$ cat src/rtl/i2c_tgt_pkg.sv
package i2c_tgt_pkg;

  typedef enum logic [3:0] {
    ST_IDLE, ST_ADDR, ST_ADEC, ST_AACK,
    ST_RX,   ST_RDEC, ST_RACK,
    ST_TX,   ST_TACK, ST_IGN,  ST_DONE
  } tgt_state_e;

  localparam logic [1:0] SEL_OWN  = 2'd0;
  localparam logic [1:0] SEL_DATA = 2'd1;
  localparam logic [1:0] SEL_STAT = 2'd2;
  localparam logic [1:0] SEL_CTRL = 2'd3;

  // first-byte layout: address in 7:1, direction in 0
  function automatic logic addr_hit(input logic [7:0] frame, input logic [6:0] own);
    return frame[7:1] == own;
  endfunction

  function automatic logic [7:0] shift_in(input logic [7:0] sh, input logic b);
    return {sh[6:0], b};
  endfunction

endpackage

$ cat src/rtl/i2c_tgt_sync.sv
module i2c_tgt_sync #(
  parameter int unsigned STAGES = 2
) (
  input  logic clk,
  input  logic rst_n,
  input  logic scl_i,
  input  logic sda_i,
  output logic scl_s,
  output logic sda_s,
  output logic scl_rise,
  output logic scl_fall,
  output logic start_evt,
  output logic stop_evt
);
  logic [STAGES-1:0] scl_ff, sda_ff;
  logic scl_q, sda_q;

  genvar g;
  generate
    for (g = 0; g < STAGES; g++) begin : g_stage
      always_ff @(posedge clk or negedge rst_n) begin
        if (!rst_n) begin
          scl_ff[g] <= 1'b1;
          sda_ff[g] <= 1'b1;
        end else begin
          scl_ff[g] <= (g == 0) ? scl_i : scl_ff[(g == 0) ? 0 : g-1];
          sda_ff[g] <= (g == 0) ? sda_i : sda_ff[(g == 0) ? 0 : g-1];
        end
      end
    end
  endgenerate

  assign scl_s = scl_ff[STAGES-1];
  assign sda_s = sda_ff[STAGES-1];

  always_ff @(posedge clk or negedge rst_n) begin
    if (!rst_n) begin
      scl_q <= 1'b1;
      sda_q <= 1'b1;
    end else begin
      scl_q <= scl_s;
      sda_q <= sda_s;
    end
  end

  assign scl_rise  =  scl_s & ~scl_q;
  assign scl_fall  = ~scl_s &  scl_q;
  assign start_evt =  scl_s &  scl_q &  sda_q & ~sda_s;
  assign stop_evt  =  scl_s &  scl_q & ~sda_q &  sda_s;
endmodule

$ cat src/rtl/i2c_tgt_engine.sv
module i2c_tgt_engine
  import i2c_tgt_pkg::*;
#(
  parameter int unsigned AW = 7,
  parameter int unsigned DW = 8
) (
  input  logic          clk,
  input  logic          rst_n,
  input  logic          sda_s,
  input  logic          scl_rise,
  input  logic          scl_fall,
  input  logic          start_evt,
  input  logic          stop_evt,
  input  logic [AW-1:0] own_addr,
  input  logic [DW-1:0] tx_data,
  output logic          sda_oe,
  output logic [DW-1:0] rx_byte,
  output logic          rx_stb,
  output logic          tx_stb,
  output logic          hit_stb,
  output logic          busy,
  output logic          dir_tx,
  output logic          addr_phase,
  output logic          ack_phase,
  output logic          ignoring,
  output logic          nak_done
);
  localparam int unsigned CW = $clog2(DW);
  localparam logic [CW-1:0] LAST = CW'(DW - 1);

  tgt_state_e    state;
  logic [CW-1:0] cnt;
  logic [DW-1:0] sh, tx_sh;
  logic          mack;

  always_ff @(posedge clk or negedge rst_n) begin
    if (!rst_n) begin
      state   <= ST_IDLE;
      cnt     <= '0;
      sh      <= '0;
      tx_sh   <= '0;
      rx_byte <= '0;
      mack    <= 1'b0;
      busy    <= 1'b0;
      dir_tx  <= 1'b0;
      rx_stb  <= 1'b0;
      tx_stb  <= 1'b0;
      hit_stb <= 1'b0;
    end else begin
      rx_stb  <= 1'b0;
      tx_stb  <= 1'b0;
      hit_stb <= 1'b0;
      if (stop_evt) begin
        state <= ST_IDLE;
        busy  <= 1'b0;
      end else if (start_evt) begin
        state <= ST_ADDR;
        cnt   <= '0;
        busy  <= 1'b0;
      end else begin
        unique case (state)
          ST_ADDR, ST_RX: if (scl_rise) begin
            sh <= shift_in(sh, sda_s);
            if (cnt == LAST) begin
              cnt   <= '0;
              state <= (state == ST_ADDR) ? ST_ADEC : ST_RDEC;
            end else begin
              cnt <= cnt + 1'b1;
            end
          end
          ST_ADEC: if (scl_fall) begin
            if (addr_hit(sh, own_addr)) begin
              state   <= ST_AACK;
              busy    <= 1'b1;
              dir_tx  <= sh[0];
              hit_stb <= 1'b1;
            end else begin
              state <= ST_IGN;
            end
          end
          ST_AACK: if (scl_fall) begin
            cnt <= '0;
            if (dir_tx) begin
              state <= ST_TX;
              tx_sh <= tx_data;
            end else begin
              state <= ST_RX;
            end
          end
          ST_RDEC: if (scl_fall) begin
            state   <= ST_RACK;
            rx_byte <= sh;
            rx_stb  <= 1'b1;
          end
          ST_RACK: if (scl_fall) state <= ST_RX;
          ST_TX: if (scl_fall) begin
            tx_sh <= {tx_sh[DW-2:0], 1'b0};
            if (cnt == LAST) begin
              cnt    <= '0;
              state  <= ST_TACK;
              tx_stb <= 1'b1;
            end else begin
              cnt <= cnt + 1'b1;
            end
          end
          ST_TACK: begin
            if (scl_rise) begin
              mack <= ~sda_s;
            end else if (scl_fall) begin
              if (mack) begin
                state <= ST_TX;
                tx_sh <= tx_data;
              end else begin
                state <= ST_DONE;
              end
            end
          end
          default: ;
        endcase
      end
    end
  end

  assign addr_phase = (state == ST_ADDR);
  assign ack_phase  = (state == ST_AACK) | (state == ST_RACK);
  assign ignoring   = (state == ST_IGN);
  assign nak_done   = (state == ST_DONE);
  assign sda_oe     = ack_phase | ((state == ST_TX) & ~tx_sh[DW-1]);
endmodule

$ cat src/rtl/i2c_tgt_autoack.sv
module i2c_tgt_autoack
  import i2c_tgt_pkg::*;
#(
  parameter int unsigned   AW          = 7,
  parameter int unsigned   DW          = 8,
  parameter int unsigned   SYNC_STAGES = 2,
  parameter logic [AW-1:0] RESET_ADDR  = 7'h2A
) (
  input  logic          clk,
  input  logic          rst_n,
  input  logic          scl_i,
  input  logic          sda_i,
  output logic          sda_oe,
  input  logic [1:0]    reg_sel,
  input  logic          reg_wr,
  input  logic          reg_rd,
  input  logic [DW-1:0] reg_wdata,
  output logic [DW-1:0] reg_rdata
);
  logic scl_s, sda_s, scl_rise, scl_fall, start_evt, stop_evt;
  logic rx_stb, tx_stb, hit_stb, busy, dir_tx;
  logic addr_phase, ack_phase, ignoring, nak_done;
  logic [DW-1:0] rx_byte, tx_data;
  logic [AW-1:0] own_addr;
  logic ctrl_acknak, rx_full, tx_done, hit;

  i2c_tgt_sync #(.STAGES(SYNC_STAGES)) u_sync (
    .clk(clk), .rst_n(rst_n), .scl_i(scl_i), .sda_i(sda_i),
    .scl_s(scl_s), .sda_s(sda_s), .scl_rise(scl_rise), .scl_fall(scl_fall),
    .start_evt(start_evt), .stop_evt(stop_evt)
  );

  i2c_tgt_engine #(.AW(AW), .DW(DW)) u_eng (
    .clk(clk), .rst_n(rst_n), .sda_s(sda_s),
    .scl_rise(scl_rise), .scl_fall(scl_fall),
    .start_evt(start_evt), .stop_evt(stop_evt),
    .own_addr(own_addr), .tx_data(tx_data),
    .sda_oe(sda_oe), .rx_byte(rx_byte), .rx_stb(rx_stb), .tx_stb(tx_stb),
    .hit_stb(hit_stb), .busy(busy), .dir_tx(dir_tx),
    .addr_phase(addr_phase), .ack_phase(ack_phase),
    .ignoring(ignoring), .nak_done(nak_done)
  );

  logic wr_data, rd_data, rd_stat;
  assign wr_data = reg_wr & (reg_sel == SEL_DATA);
  assign rd_data = reg_rd & (reg_sel == SEL_DATA);
  assign rd_stat = reg_rd & (reg_sel == SEL_STAT);

  always_ff @(posedge clk or negedge rst_n) begin
    if (!rst_n) begin
      own_addr    <= RESET_ADDR;
      tx_data     <= '0;
      ctrl_acknak <= 1'b0;
      rx_full     <= 1'b0;
      tx_done     <= 1'b0;
      hit         <= 1'b0;
    end else begin
      if (reg_wr && reg_sel == SEL_OWN)  own_addr    <= reg_wdata[AW-1:0];
      if (wr_data)                       tx_data     <= reg_wdata;
      if (reg_wr && reg_sel == SEL_CTRL) ctrl_acknak <= reg_wdata[0];
      if (rx_stb)       rx_full <= 1'b1;
      else if (rd_data) rx_full <= 1'b0;
      if (tx_stb)       tx_done <= 1'b1;
      else if (wr_data) tx_done <= 1'b0;
      if (hit_stb)      hit <= 1'b1;
      else if (rd_stat) hit <= 1'b0;
    end
  end

  // the ACK/NAK control bit is stored for software only; acknowledge is automatic
  always_comb begin
    unique case (reg_sel)
      SEL_OWN:  reg_rdata = {{(DW-AW){1'b0}}, own_addr};
      SEL_DATA: reg_rdata = rx_byte;
      SEL_STAT: reg_rdata = {{(DW-5){1'b0}}, hit, tx_done, rx_full, dir_tx, busy};
      default:  reg_rdata = {{(DW-1){1'b0}}, ctrl_acknak};
    endcase
  end
endmodule

$ cat config.mk
export PLATFORM = sky130hd
export DESIGN_NAME = i2c_tgt_autoack
export DESIGN_NICKNAME = d
export VERILOG_FILES = /design/src/rtl/i2c_tgt_pkg.sv /design/src/rtl/i2c_tgt_sync.sv /design/src/rtl/i2c_tgt_engine.sv /design/src/rtl/i2c_tgt_autoack.sv
export SDC_FILE = /design/constraint.sdc
export NUM_CORES = 1
export LEC_CHECK = 0
export BUFFER_PORTS_ARGS = -buffer_cell sky130_fd_sc_hd__buf_2
export CAP_MARGIN = 40
export CORE_ASPECT_RATIO = 2
export CORE_MARGIN = 2
export CORE_UTILIZATION = 39
export CTS_CLUSTER_DIAMETER = 60
export DETAILED_ROUTE_END_ITERATION = 7
export MAX_ROUTING_LAYER = met4
export PLACE_DENSITY = 0.54
export SLEW_MARGIN = 20
export SYNTH_ARGS = -nofsm -noshare
export SYNTH_HDL_FRONTEND = slang
export SYNTH_HIERARCHICAL = 1
export SYNTH_SLANG_ARGS = --single-unit
$ cat constraint.sdc
create_clock -name clk -period 2.9 [get_ports clk]
set_input_delay 0.435 -clock clk [delete_from_list [all_inputs] [get_ports clk]]
set_output_delay 0.435 -clock clk [all_outputs]
set_load 0.03 [all_outputs]
## After elaboration in Yosys (flattened, before gate mapping)

Index checks and enable logic that the tools add are counted.

- RAM bits: 0
- Register bits after elaboration: 62
- Output and inout bits: 9
- Logic and storage cells: 153
- ROM bits: 0
- Latch bits: 0
- Memories: 0

- Muxes and demuxes: 56
- Shift-type cells: 0
- Add/subtract/negate cells: 1
- Equality and inequality tests: 32
- Reductions and logical operators: 21
- $lt $le $gt $ge: 0
- Bitwise logic cells: 20
- Multipliers: 0
- Div/mod/pow operators: 0

Operator list:

| kind | count |
|---|---|
| 2-to-1 mux 4 bit | 14 |
| 2-to-1 mux 8 bit | 6 |
| case mux 8 bit (3 select lines) | 2 |
| != test 4 bit, second input constant | 8 |
| case mux 4 bit (7 select lines) | 1 |
| 2-to-1 mux 1 bit | 25 |
| 2-to-1 mux 3 bit | 6 |
| equality test 4 x 3 -> 1 bit, second input constant | 4 |
| AND reduction 4 bit | 3 |
| nonzero test 3 bit | 4 |
| AND 1 bit | 11 |
| AND reduction 11 bit | 1 |
| AND reduction 5 bit | 2 |
| != test 3 bit, second input constant | 3 |
| case mux 3 bit (3 select lines) | 1 |
| AND reduction 9 bit | 1 |
| nonzero test 9 bit | 1 |
| equality test 4 x 2 -> 1 bit, second input constant | 2 |
| != test 2 bit, second input constant | 4 |
| != test 4 x 3 -> 1 bit, second input constant | 2 |
| equality test 7 bit | 1 |
| NOT 1 bit | 7 |
| nonzero test 2 bit | 3 |
| equality test 2 bit, second input constant | 2 |
| other kinds (13) | 16 |

## Depth between registers and ports, before layout

Gate-level depths: netlist (run 1).

- Depth after elaboration: 7
- Gate-level depth with buffers: 8
- Mapped depth without buffers: 7

## Hierarchy

The synthesis (run 1) kept the hierarchy.

By module, submodules not included:

| module | times used | cells each | area each (um^2) | seq. area each (um^2) |
|---|---|---|---|---|
| i2c_tgt_engine | 1 | 196 | 1989.4 | 925.9 |
| i2c_tgt_autoack | 1 | 61 | 905.9 | 479.2 |
| i2c_tgt_sync | 1 | 10 | 190.2 | 157.7 |

## Worst setup path before layout (run 1)

No wires, ideal clock.

- Path type: register to output
- Start: reg u_eng.state[3]
- End: out sda_oe
- Cell stages (with the launch flop): 6
- Arrival: 1.700 ns
- Buffers on the path: 2
- Path slack: 0.765 ns
- Path through: dfrtp_1 > buf_2 > nor2b_1 > nand3_1 > clkbuf_1 > o22ai_1

- Word-level cells in the longest chain between the ends: 3

Ends and longest elaborated chain:

| element | RTL line | source |
|---|---|---|
| start: declaration | i2c_tgt_engine.sv:31 | `tgt_state_e state;` |
| start signal: assignment | i2c_tgt_engine.sv:66 | `state <= (state == ST_ADDR) ? ST_ADEC : ST_RDEC;` |
| equality test 4 x 2 -> 1 bit, or another cell as far along | i2c_tgt_engine.sv:125 | `assign ack_phase = (state == ST_AACK) \| (state == ST_RACK);` |
| bitwise OR 1 bit / AND 1 bit (equally long branches) | i2c_tgt_engine.sv:125, i2c_tgt_engine.sv:128 |  |
| bitwise OR 1 bit (*) | i2c_tgt_engine.sv:128 | `assign sda_oe = ack_phase \| ((state == ST_TX) & ~tx_sh[DW-1]);` |
| end: declaration | i2c_tgt_autoack.sv:13 | `output logic sda_oe,` |

Every way passes the cells marked *; elsewhere a longest branch is shown, timed or not.

## Worst setup path after layout (run 1)

- Start: reg u_sync.sda_ff[1], in the netlist u_sync/sda_s
- End: reg u_eng.rx_byte[2]

- Word-level cells in the longest chain between the ends: 4

Ends and longest elaborated chain:

| element | RTL line | source |
|---|---|---|
| start: declaration | i2c_tgt_sync.sv:15 | `logic [STAGES-1:0] scl_ff, sda_ff;` |
| start signal: indexed assignment | i2c_tgt_sync.sv:27 | `sda_ff[g] <= (g == 0) ? sda_i : sda_ff[(g == 0) ? 0 : g-1];` |
| NOT 1 bit | i2c_tgt_sync.sv:48 | `assign start_evt = scl_s & scl_q & sda_q & ~sda_s;` |
| AND 1 bit | i2c_tgt_sync.sv:48 |  |
| net start_evt | i2c_tgt_autoack.sv:20 | `logic scl_s, sda_s, scl_rise, scl_fall, start_evt, stop_evt;` |
| NOT 1 bit (no line) | -- |  |
| AND reduction 4 bit (no line) | -- |  |
| end signal: assignment | i2c_tgt_engine.sv:92 | `rx_byte <= sh;` |
| end: declaration | i2c_tgt_engine.sv:17 | `output logic [DW-1:0] rx_byte,` |

The timed path passes the listed nets, and every way through them passes these cells.
A chain may end at the register's enable or synchronous reset.

==> impl_metrics.tcl, run 1 <==
set metrics [dict create \
    ctsLongestPathBuffers 2 \
    startpoint_type "register" \
    synthesis.nets 280 \
    final_cell_mix "53 x dfrtp_1, 33 x mux2_2, 24 x buf_2, 24 x nand2_1, 20 x nor2_1" \
    finalHoldViolCount 0 \
    fp.dieH_um 129.3 \
    rsz0062_at_grt "no" \
    cts_tree "done" \
    met2_usage 0.3335 \
    crit_required_ns 3.11 \
    cts_buffers 9 \
    gr-usage-met1 0.1963 \
    netSwitchingFraction 0.3154 \
    fill_cells 728 \
    hold-worst-slack_ns 0.2141 \
    row_count 45 \
    vias 2073 \
    area_delta_synth_final_pct 16.92 \
    fp.dieW_um 66.65 \
    dp_slack_ns 0.5312 \
    place_congestion 0.9459 \
    via_per_inst 5.329 \
    path_max_fanout 9 \
    drv_cap 0 \
    postCtsHoldBufs 0 \
    met3_usage 0.04080 \
    min_period_over_period 0.8220 \
    p_sw_mw 0.9948 \
    dpl.hpwl_um 5278 \
    timing.final.ws_setup_ns 0.5163 \
    grt_overflow 0 \
    num_io_pins 25 \
    ctsResizeCount 0 \
    antenna_found_initial 0 \
    antenna_cells 0 \
    status "finished, final reports clean" \
    cellPowerDensity_nw_per_um2 881.1 \
    clkTransAtPathRegs_ns 0.05 \
    grtUsageTotal 0.1938 \
    grt_pass1_vias 2247 \
    max_slew_margin 0.5545 \
    layout_commonest_cell "dfrtp_1" \
    wl_um 7012 \
    port_buffers 24 \
    fmax_mhz 419.5 \
    wire_per_inst_um 18.03 \
    tightest_slew_ns 0.6683 \
    seq_power_share 0.408 \
    cts_root_buffer "clkbuf_16" \
    drc 0 \
    h-tree-depth 3 \
    layout-drive-gt1-share 0.3356 \
    max_stage_delay_ns 0.56 \
    dr.pass1.iters 4 \
    holdCritPathClass "primary input to register" \
    syn-instance-count 262 \
    crit_arrival_ns 2.59 \
    p_comb_frac 0.255 \
    ys_warn_count 6 \
    path_class "register to register" \
    core_um2 7601 \
    grt_start_max_net_pins 36 \
    worstSetupEndpointType "register" \
    fin_crit_ns 2.384 \
    ir_worst_vdd_v 0.0004548 \
    power_leakage_nw 1.658 \
    p_clk_frac 0.337 \
    drt-initial-drc-count 104 \
    clock_sinks 62 \
    slowest_stage "dfstp_2" \
    p_int_mw 2.159 \
    tns_ns 0 \
    grt_first_pass_wirelength_um 11630 \
    start_util 0.4028 \
    syn_area_per_cell_um2 11.69 \
    clock_latency_ns 0.32 \
    antenna_left 0 \
    die_area_um2 8618 \
    clock_skew_ns 0.003668 \
    nets 308 \
    setup_violations 0 \
    postCtsSetupBuffers 0 \
    drv_slew 0 \
    crit_chain "and4b_1 -> nor2_1 -> nand2_1 -> or3_1 -> mux2_2" \
    busiest_layer "met2" \
    syn-cell-area_um2 3062 \
]
[layout make-up]
cell class,count,area (um^2),share of cell area
clock buffer,12,256.5,0.07165
multi-input combinational,179,1384,0.3866
inverter,7,26.28,0.007340
clock inverter,4,45.04,0.01258
timing repair buffer,31,187.7,0.05243
sequential,62,1563,0.4366
tap,94,117.6,0.03286
[state kept, by name, indices dropped and copies added, names as in the netlist, 3 cells and up]
register       cells
tx_data            8
u_eng/state        4
u_eng/tx_sh        8
u_eng/sh           8
u_eng/cnt          3
u_eng/rx_byte      8
own_addr           7
[metal layers]
layer	vias to the layer above	share of wire
met1	1025	0.37
li1	996	-
met4	0	0.043
met3	17	0.022
met5	-	0
met2	35	0.56
[through the flow]
stage | instance area, um^2 | utilization | power (mW) | instances
final | 3580 | 0.4709 | 3.154 | 389
after floorplan | 3062 | - | 1.883 | 262
after detailed placement | 3248 | 0.4273 | 2.108 | 371
after CTS | 3550 | 0.4670 | 3.189 | 387
after global placement | 3248 | 0.4273 | 2.087 | 371
after global routing | 3580 | 0.4709 | 3.345 | 389
[power by group through the flow]
stage	combinational [mW]	clock, mW	sequential, mW
final	0.804	1.06	1.29
after global routing	0.887	1.13	1.33
after CTS	0.806	1.09	1.29
after detailed placement	0.803	0	1.30
after global placement	0.786	0	1.30
after floorplan	0.692	0	1.19
[path summary, 6_finish.rpt]
check	start	end	slack [ns]	depth (start not counted)
worst max-delay path	u_sync/sda_s	u_eng/rx_byte[2]	0.52	5
worst min-delay path	sda_i	u_sync/sda_ff[0]	0.21	1
worst max register to register	u_sync/sda_s	u_eng/rx_byte[2]	0.52	5
worst min register to register	u_sync/scl_ff[0]	u_sync/scl_s	0.36	0
max in group asynchronous	rst_n	rx_full	1.74	4
min in group asynchronous	rst_n	u_eng/mack	0.48	2
[critical path, delay by kind of cell (launching register included)]
family           cells  cell delay, ns
flip-flops           1            0.56
AND/OR/NAND/NOR      4            1.35
multiplexers         1            0.34
Note: power is estimated with default switching activity, not from simulation.
==> inputs of run 2 (changes only) <==
--- a/config.mk
+++ b/config.mk
@@ -5,6 +5,7 @@
 export SDC_FILE = /design/constraint.sdc
 export NUM_CORES = 1
 export LEC_CHECK = 0
+export ABC_AREA = 1
 export BUFFER_PORTS_ARGS = -buffer_cell sky130_fd_sc_hd__buf_2
 export CAP_MARGIN = 40
 export CORE_ASPECT_RATIO = 2
@@ -13,7 +14,7 @@
 export CTS_CLUSTER_DIAMETER = 60
 export DETAILED_ROUTE_END_ITERATION = 7
 export MAX_ROUTING_LAYER = met4
-export PLACE_DENSITY = 0.54
+export PLACE_DENSITY = 0.56
 export SLEW_MARGIN = 20
 export SYNTH_ARGS = -nofsm -noshare
 export SYNTH_HDL_FRONTEND = slang
==> constraint.sdc (replaced) <==
create_clock -name clk -period 2 [get_ports clk]
set_input_delay 0.3 -clock clk [delete_from_list [all_inputs] [get_ports clk]]
set_output_delay 0.3 -clock clk [all_outputs]
set_load 0.03 [all_outputs]
==> run 2 against run 1 <==
  * Worst setup slack got worse by 0.36 ns
  * Register-to-register slack got worse by 0.28 ns
  * Largest power group unchanged
  * Global-route usage decreased by 1.6 points
  * Synthesized cell count increased by 53%
  * Clock-buffer cell count increased by 2
  * Clock power increased by 33%
  * Synthesized area increased by 2.1%
  * Die area increased by 2.0%
  * Largest cell class unchanged
==> impl_metrics.tcl, run 2 <==
set metrics [dict create \
    dpl.hpwl_um 4814 \
    crit_required_ns 1.70 \
    antenna_left 0 \
    crit_chain "nor2_2 -> nand2_2 -> o211ai_1 -> buf_2" \
    place_congestion 0.8317 \
    cts_root_buffer "clkbuf_16" \
    grt_overflow 0 \
    cts_tree "done" \
    final_cell_mix "146 x nand2_1, 52 x dfrtp_1, 45 x inv_1" \
    rsz0062_at_grt "no" \
    max_slew_margin 0.7511 \
    slowest_stage "dfrtp_1" \
    setup_violations 0 \
    fin_area_um2 3655 \
    row_count 46 \
    clkTransAtPathRegs_ns 0.05 \
    path_max_fanout 7 \
    postCtsSetupBuffers 0 \
    h-tree-depth 3 \
    wl_um 6614 \
    syn-instance-count 401 \
    min_period_over_period 0.9232 \
    fill_cells 800 \
    start_util 0.3995 \
    status "finished, final reports clean" \
    layout_commonest_cell "nand2_1" \
    antenna_found_initial 0 \
    clock_sinks 62 \
    ctsLongestPathBuffers 2 \
    dpl.cell_count 519 \
    num_io_pins 25 \
    path_buf_inv 1 \
    drv_slew 0 \
    layout-drive-gt1-share 0.2159 \
    fin_crit_ns 1.846 \
    dr.pass1.iters 4 \
    finalHoldViolCount 0 \
    cellPowerDensity_nw_per_um2 1317 \
    tightest_slew_ns 0.3730 \
    clock_latency_ns 0.33 \
    cts_buffers 9 \
    fp.dieW_um 67.32 \
    power_leakage_nw 1.944 \
    instances_no_fill 536 \
    nets 453 \
    vias 2523 \
    grt_pass1_vias 2232 \
    via_per_inst 4.707 \
    path_class "register to output port" \
    startpoint_type "register" \
    fp.dieH_um 130.6 \
    drt-initial-drc-count 173 \
    critPathTopFamily "flip-flops" \
    postPlaceCellArea_um2 3369 \
    grt_first_pass_wirelength_um 11140 \
    die_area_um2 8793 \
    antenna_cells 0 \
    grtUsageTotal 0.1783 \
    crit_arrival_ns 1.55 \
    fmax_mhz 541.6 \
    holdCritPathClass "primary input to register" \
    wire_per_inst_um 12.34 \
    drv_cap 0 \
    ys_warn_count 6 \
    grt_start_max_net_pins 63 \
    ir_worst_vdd_v 0.0006650 \
    syn-cell-area_um2 3127 \
    worstSetupEndpointType "output port" \
    tns_ns 0 \
    synthesis.nets 419 \
    core_um2 7828 \
    area_delta_synth_final_pct 16.89 \
    drc 0 \
    max_stage_delay_ns 0.44 \
    port_buffers 24 \
    syn_area_per_cell_um2 7.797 \
    clock_skew_ns 0.01061 \
]
-- run 2: cell type report --
class / instances / area, um^2 / share of cell area
Tap cell: 96 / 120.1 / 0.03287
Clock inverter: 2 / 10.01 / 0.002739
Inverter: 56 / 214.0 / 0.05854
Multi-Input combinational cell: 277 / 1310 / 0.3584
Clock buffer: 14 / 264.0 / 0.07224
Sequential cell: 62 / 1564 / 0.4279
Timing Repair Buffer: 29 / 172.7 / 0.04724
-- run 2: worst reg2reg max path: stages (launching register included) --
cell     delay [ns]
dfstp_2        0.55
inv_1          0.05
nand2_1        0.05
nor2_1         0.07
nor2_4         0.14
inv_1          0.08
nor2_1         0.17
inv_1          0.09
nor2_2         0.15
inv_2          0.14
nand2_1        0.09
o21ai_1        0.06
-- run 2: worst paths after layout --
path | from | endpoint | slack [ns] | cells past startpoint
max | u_eng/state[3] | sda_oe | 0.15 | 4
min | sda_i | u_sync/sda_ff[0] | 0.07 | 1
max reg2reg | u_sync/sda_s | u_eng/rx_byte[5] | 0.24 | 11
min reg2reg | u_sync/scl_ff[0] | u_sync/scl_s | 0.35 | 0
max in group asynchronous | rst_n | u_sync/scl_q | 1.16 | 3
min in group asynchronous | rst_n | u_eng/rx_byte[3] | 0.50 | 3
-- run 2: per-stage QoR --
stage               setup WS (ns)  total power, mW  utilization  hold slack, ns
detailed placement         0.2123            3.414       0.4305          0.3379
global placement           0.2519            3.406       0.4305          0.3406
CTS                        0.1177            4.861       0.4668         0.05648
finish                     0.1536            4.815       0.4669         0.07286
floorplan                  0.2796            3.026            -        0.004409
global route             0.009722            5.203       0.4669         0.05462
-- run 2: routing by layer --
metal / global-route usage / wire length [um] / vias up
met5: - / 0 / -
met4: 0.07203 / 70 / 0
met3: 0.04880 / 273 / 6
met2: 0.2522 / 3105 / 50
met1: 0.2412 / 3165 / 1147
li1: - / - / 1320
-- run 2: where the power goes --
group / internal [mW] / switching, mW / total, mW / leakage, nW
clock: 0.901 / 0.514 / 1.41 / 0.137
sequential: 1.59 / 0.232 / 1.83 / 0.789
combinational: 0.555 / 1.02 / 1.57 / 1.02
-- run 2: timing repair --
item,in CTS,in global routing
gates resized for setup,0,1
endpoints found under the hold margin,50,0
setup endpoints to repair,0,1
hold buffers,1,0
==> inputs of run 3 (changes only) <==
--- a/config.mk
+++ b/config.mk
@@ -11,6 +11,7 @@
 export CORE_ASPECT_RATIO = 2
 export CORE_MARGIN = 2
 export CORE_UTILIZATION = 39
+export CTS_BUF_LIST = sky130_fd_sc_hd__clkbuf_16
 export CTS_CLUSTER_DIAMETER = 60
 export DETAILED_ROUTE_END_ITERATION = 7
 export MAX_ROUTING_LAYER = met4
==> run 3 against run 2 <==
  * First-iteration DRC count increased by 4.6%
  * Global-route usage about the same
  * Sequential power about the same
  * Sequential share of layout area increased by 0.24 points
  * Worst setup slack got worse by 0.0059 ns
  * Routed wire length decreased by 0.71%
  * Non-clock buffer count unchanged
  * Maximum frequency decreased by 0.32%
  * Clock power decreased by 7%
  * Design area decreased by 0.55%
  * Critical path type unchanged
==> impl_metrics.tcl, run 3 (synthesis gave the netlist of run 2 again) <==
set metrics [dict create \
    wl_um 6567 \
    drc 0 \
    status "finished, final reports clean" \
    clock_skew_ns 0.01110 \
    fp.dieH_um 130.6 \
    crit_required_ns 1.70 \
    row_count 46 \
    tns_ns 0 \
    path_class "register to output port" \
    power_leakage_nw 1.946 \
    nets 453 \
    critPathTopFamily "flip-flops" \
    holdCritPathClass "primary input to register" \
    fin_area_um2 3635 \
    final_cell_mix "146 x nand2_1, 52 x dfrtp_1, 48 x inv_1" \
    antenna_left 0 \
    cts_tree "done" \
    postPlaceCellArea_um2 3369 \
    core_um2 7828 \
    fp.dieW_um 67.32 \
    clkTransAtPathRegs_ns 0.05 \
    port_buffers 24 \
    ctsLongestPathBuffers 2 \
    h-tree-depth 3 \
    p_sw_mw 1.752 \
    max_slew_margin 0.7675 \
    grtUsageTotal 0.1784 \
    place_congestion 0.8317 \
    cellPowerDensity_nw_per_um2 1296 \
    start_util 0.3995 \
    drv_cap 0 \
    slowest_stage "dfrtp_1" \
    layout-drive-gt1-share 0.2114 \
    min_period_over_period 0.9261 \
    startpoint_type "register" \
    drt-initial-drc-count 181 \
    fmax_mhz 539.9 \
    vias 2550 \
    path_buf_inv 1 \
    postCtsSetupBuffers 0 \
    wire_per_inst_um 12.25 \
    tightest_slew_ns 0.3464 \
    die_area_um2 8793 \
    worstSetupEndpointType "output port" \
    grt_overflow 0 \
    netSwitchingFraction 0.3720 \
    rsz0062_at_grt "no" \
    dp_slack_ns 0.2123 \
    antenna_found_initial 0 \
    seqCellArea_um2 1564 \
    clock_latency_ns 0.33 \
    grt_pass1_vias 2236 \
    crit_chain "nor2_2 -> nand2_2 -> o211ai_1 -> buf_2" \
    ir_worst_vdd_v 0.0006655 \
    clock_sinks 62 \
    dpl.hpwl_um 4814 \
    finalHoldViolCount 0 \
    p_clk_frac 0.277 \
    layout_commonest_cell "nand2_1" \
    cts_root_buffer "clkbuf_16" \
    antenna_cells 0 \
    multi_input_area_um2 1310 \
    grt_start_max_net_pins 63 \
    via_per_inst 4.757 \
    p_int_mw 2.958 \
    area_delta_synth_final_pct 16.25 \
    cts_buffers 9 \
    setup_violations 0 \
    seq_power_share 0.388 \
    grt_first_pass_wirelength_um 11150 \
    crit_arrival_ns 1.55 \
    max_stage_delay_ns 0.44 \
    fill_cells 806 \
    drv_slew 0 \
    timing.final.ws_setup_ns 0.1477 \
    num_io_pins 25 \
    p_comb_frac 0.335 \
    fin_crit_ns 1.852 \
    fin_total_pwr_mw 4.709 \
    path_max_fanout 7 \
    dr.pass1.iters 5 \
]
[run 3: cell types whose count changed in the layout (fill, tap and decap cells not counted)]
cell | previous run | this run
clkbuf_8 | 2 | 0
clkinv_1 | 0 | 2
clkbuf_1 | 3 | 0
inv_1 | 45 | 48
[run 3: area by class of cell]
class	instances	share of cell area
Clock inverter	7	0.007917
Inverter	56	0.05886
Timing Repair Buffer	29	0.04750
Clock buffer	9	0.06196
Sequential cell	62	0.4303
Tap cell	96	0.03305
Multi-Input combinational cell	277	0.3604
[run 3: through the flow]
step	hold WS [ns]	utilization	cells
after floorplan	0.004409	-	401
after global placement	0.3406	0.4305	519
after detailed placement	0.3379	0.4305	519
after CTS	0.05648	0.4642	536
after global routing	0.05462	0.4644	536
final	0.07473	0.4644	536
[run 3: power groups by stage]
stage	Sequential (mW)	Clock, mW	Combinational (mW)
floorplan	1.78	0	1.25
global placement	1.84	0	1.57
detailed placement	1.84	0	1.57
CTS	1.82	1.36	1.58
global route	1.87	1.43	1.82
finish	1.83	1.31	1.58
[run 3: what timing repair did]
item | in CTS | in global routing
endpoints found under the hold margin | 50 | 0
endpoints found under the setup margin | 0 | 1
hold buffers | 1 | 0
gates resized for setup | 0 | 1
[run 3: worst paths after layout]
path	depth (start not counted)	from	slack, ns	end
min in group asynchronous	3	rst_n	0.50	u_eng/rx_byte[3]
max in group asynchronous	3	rst_n	1.16	u_sync/scl_q
setup / recovery	4	u_eng/state[3]	0.15	sda_oe
hold / removal	1	sda_i	0.07	u_sync/sda_ff[0]
hold reg to reg	0	u_sync/scl_ff[0]	0.35	u_sync/scl_s
setup reg to reg	11	u_sync/sda_s	0.24	u_eng/rx_byte[5]
[run 3: routing by layer]
metal  vias up  GRT usage  routed length (um)
met4         0    0.07203                  98
met1      1159     0.2401                3104
met2        63     0.2539                3121
met3         7    0.04880                 242
li1       1321          -                   -
met5         -          -                   0
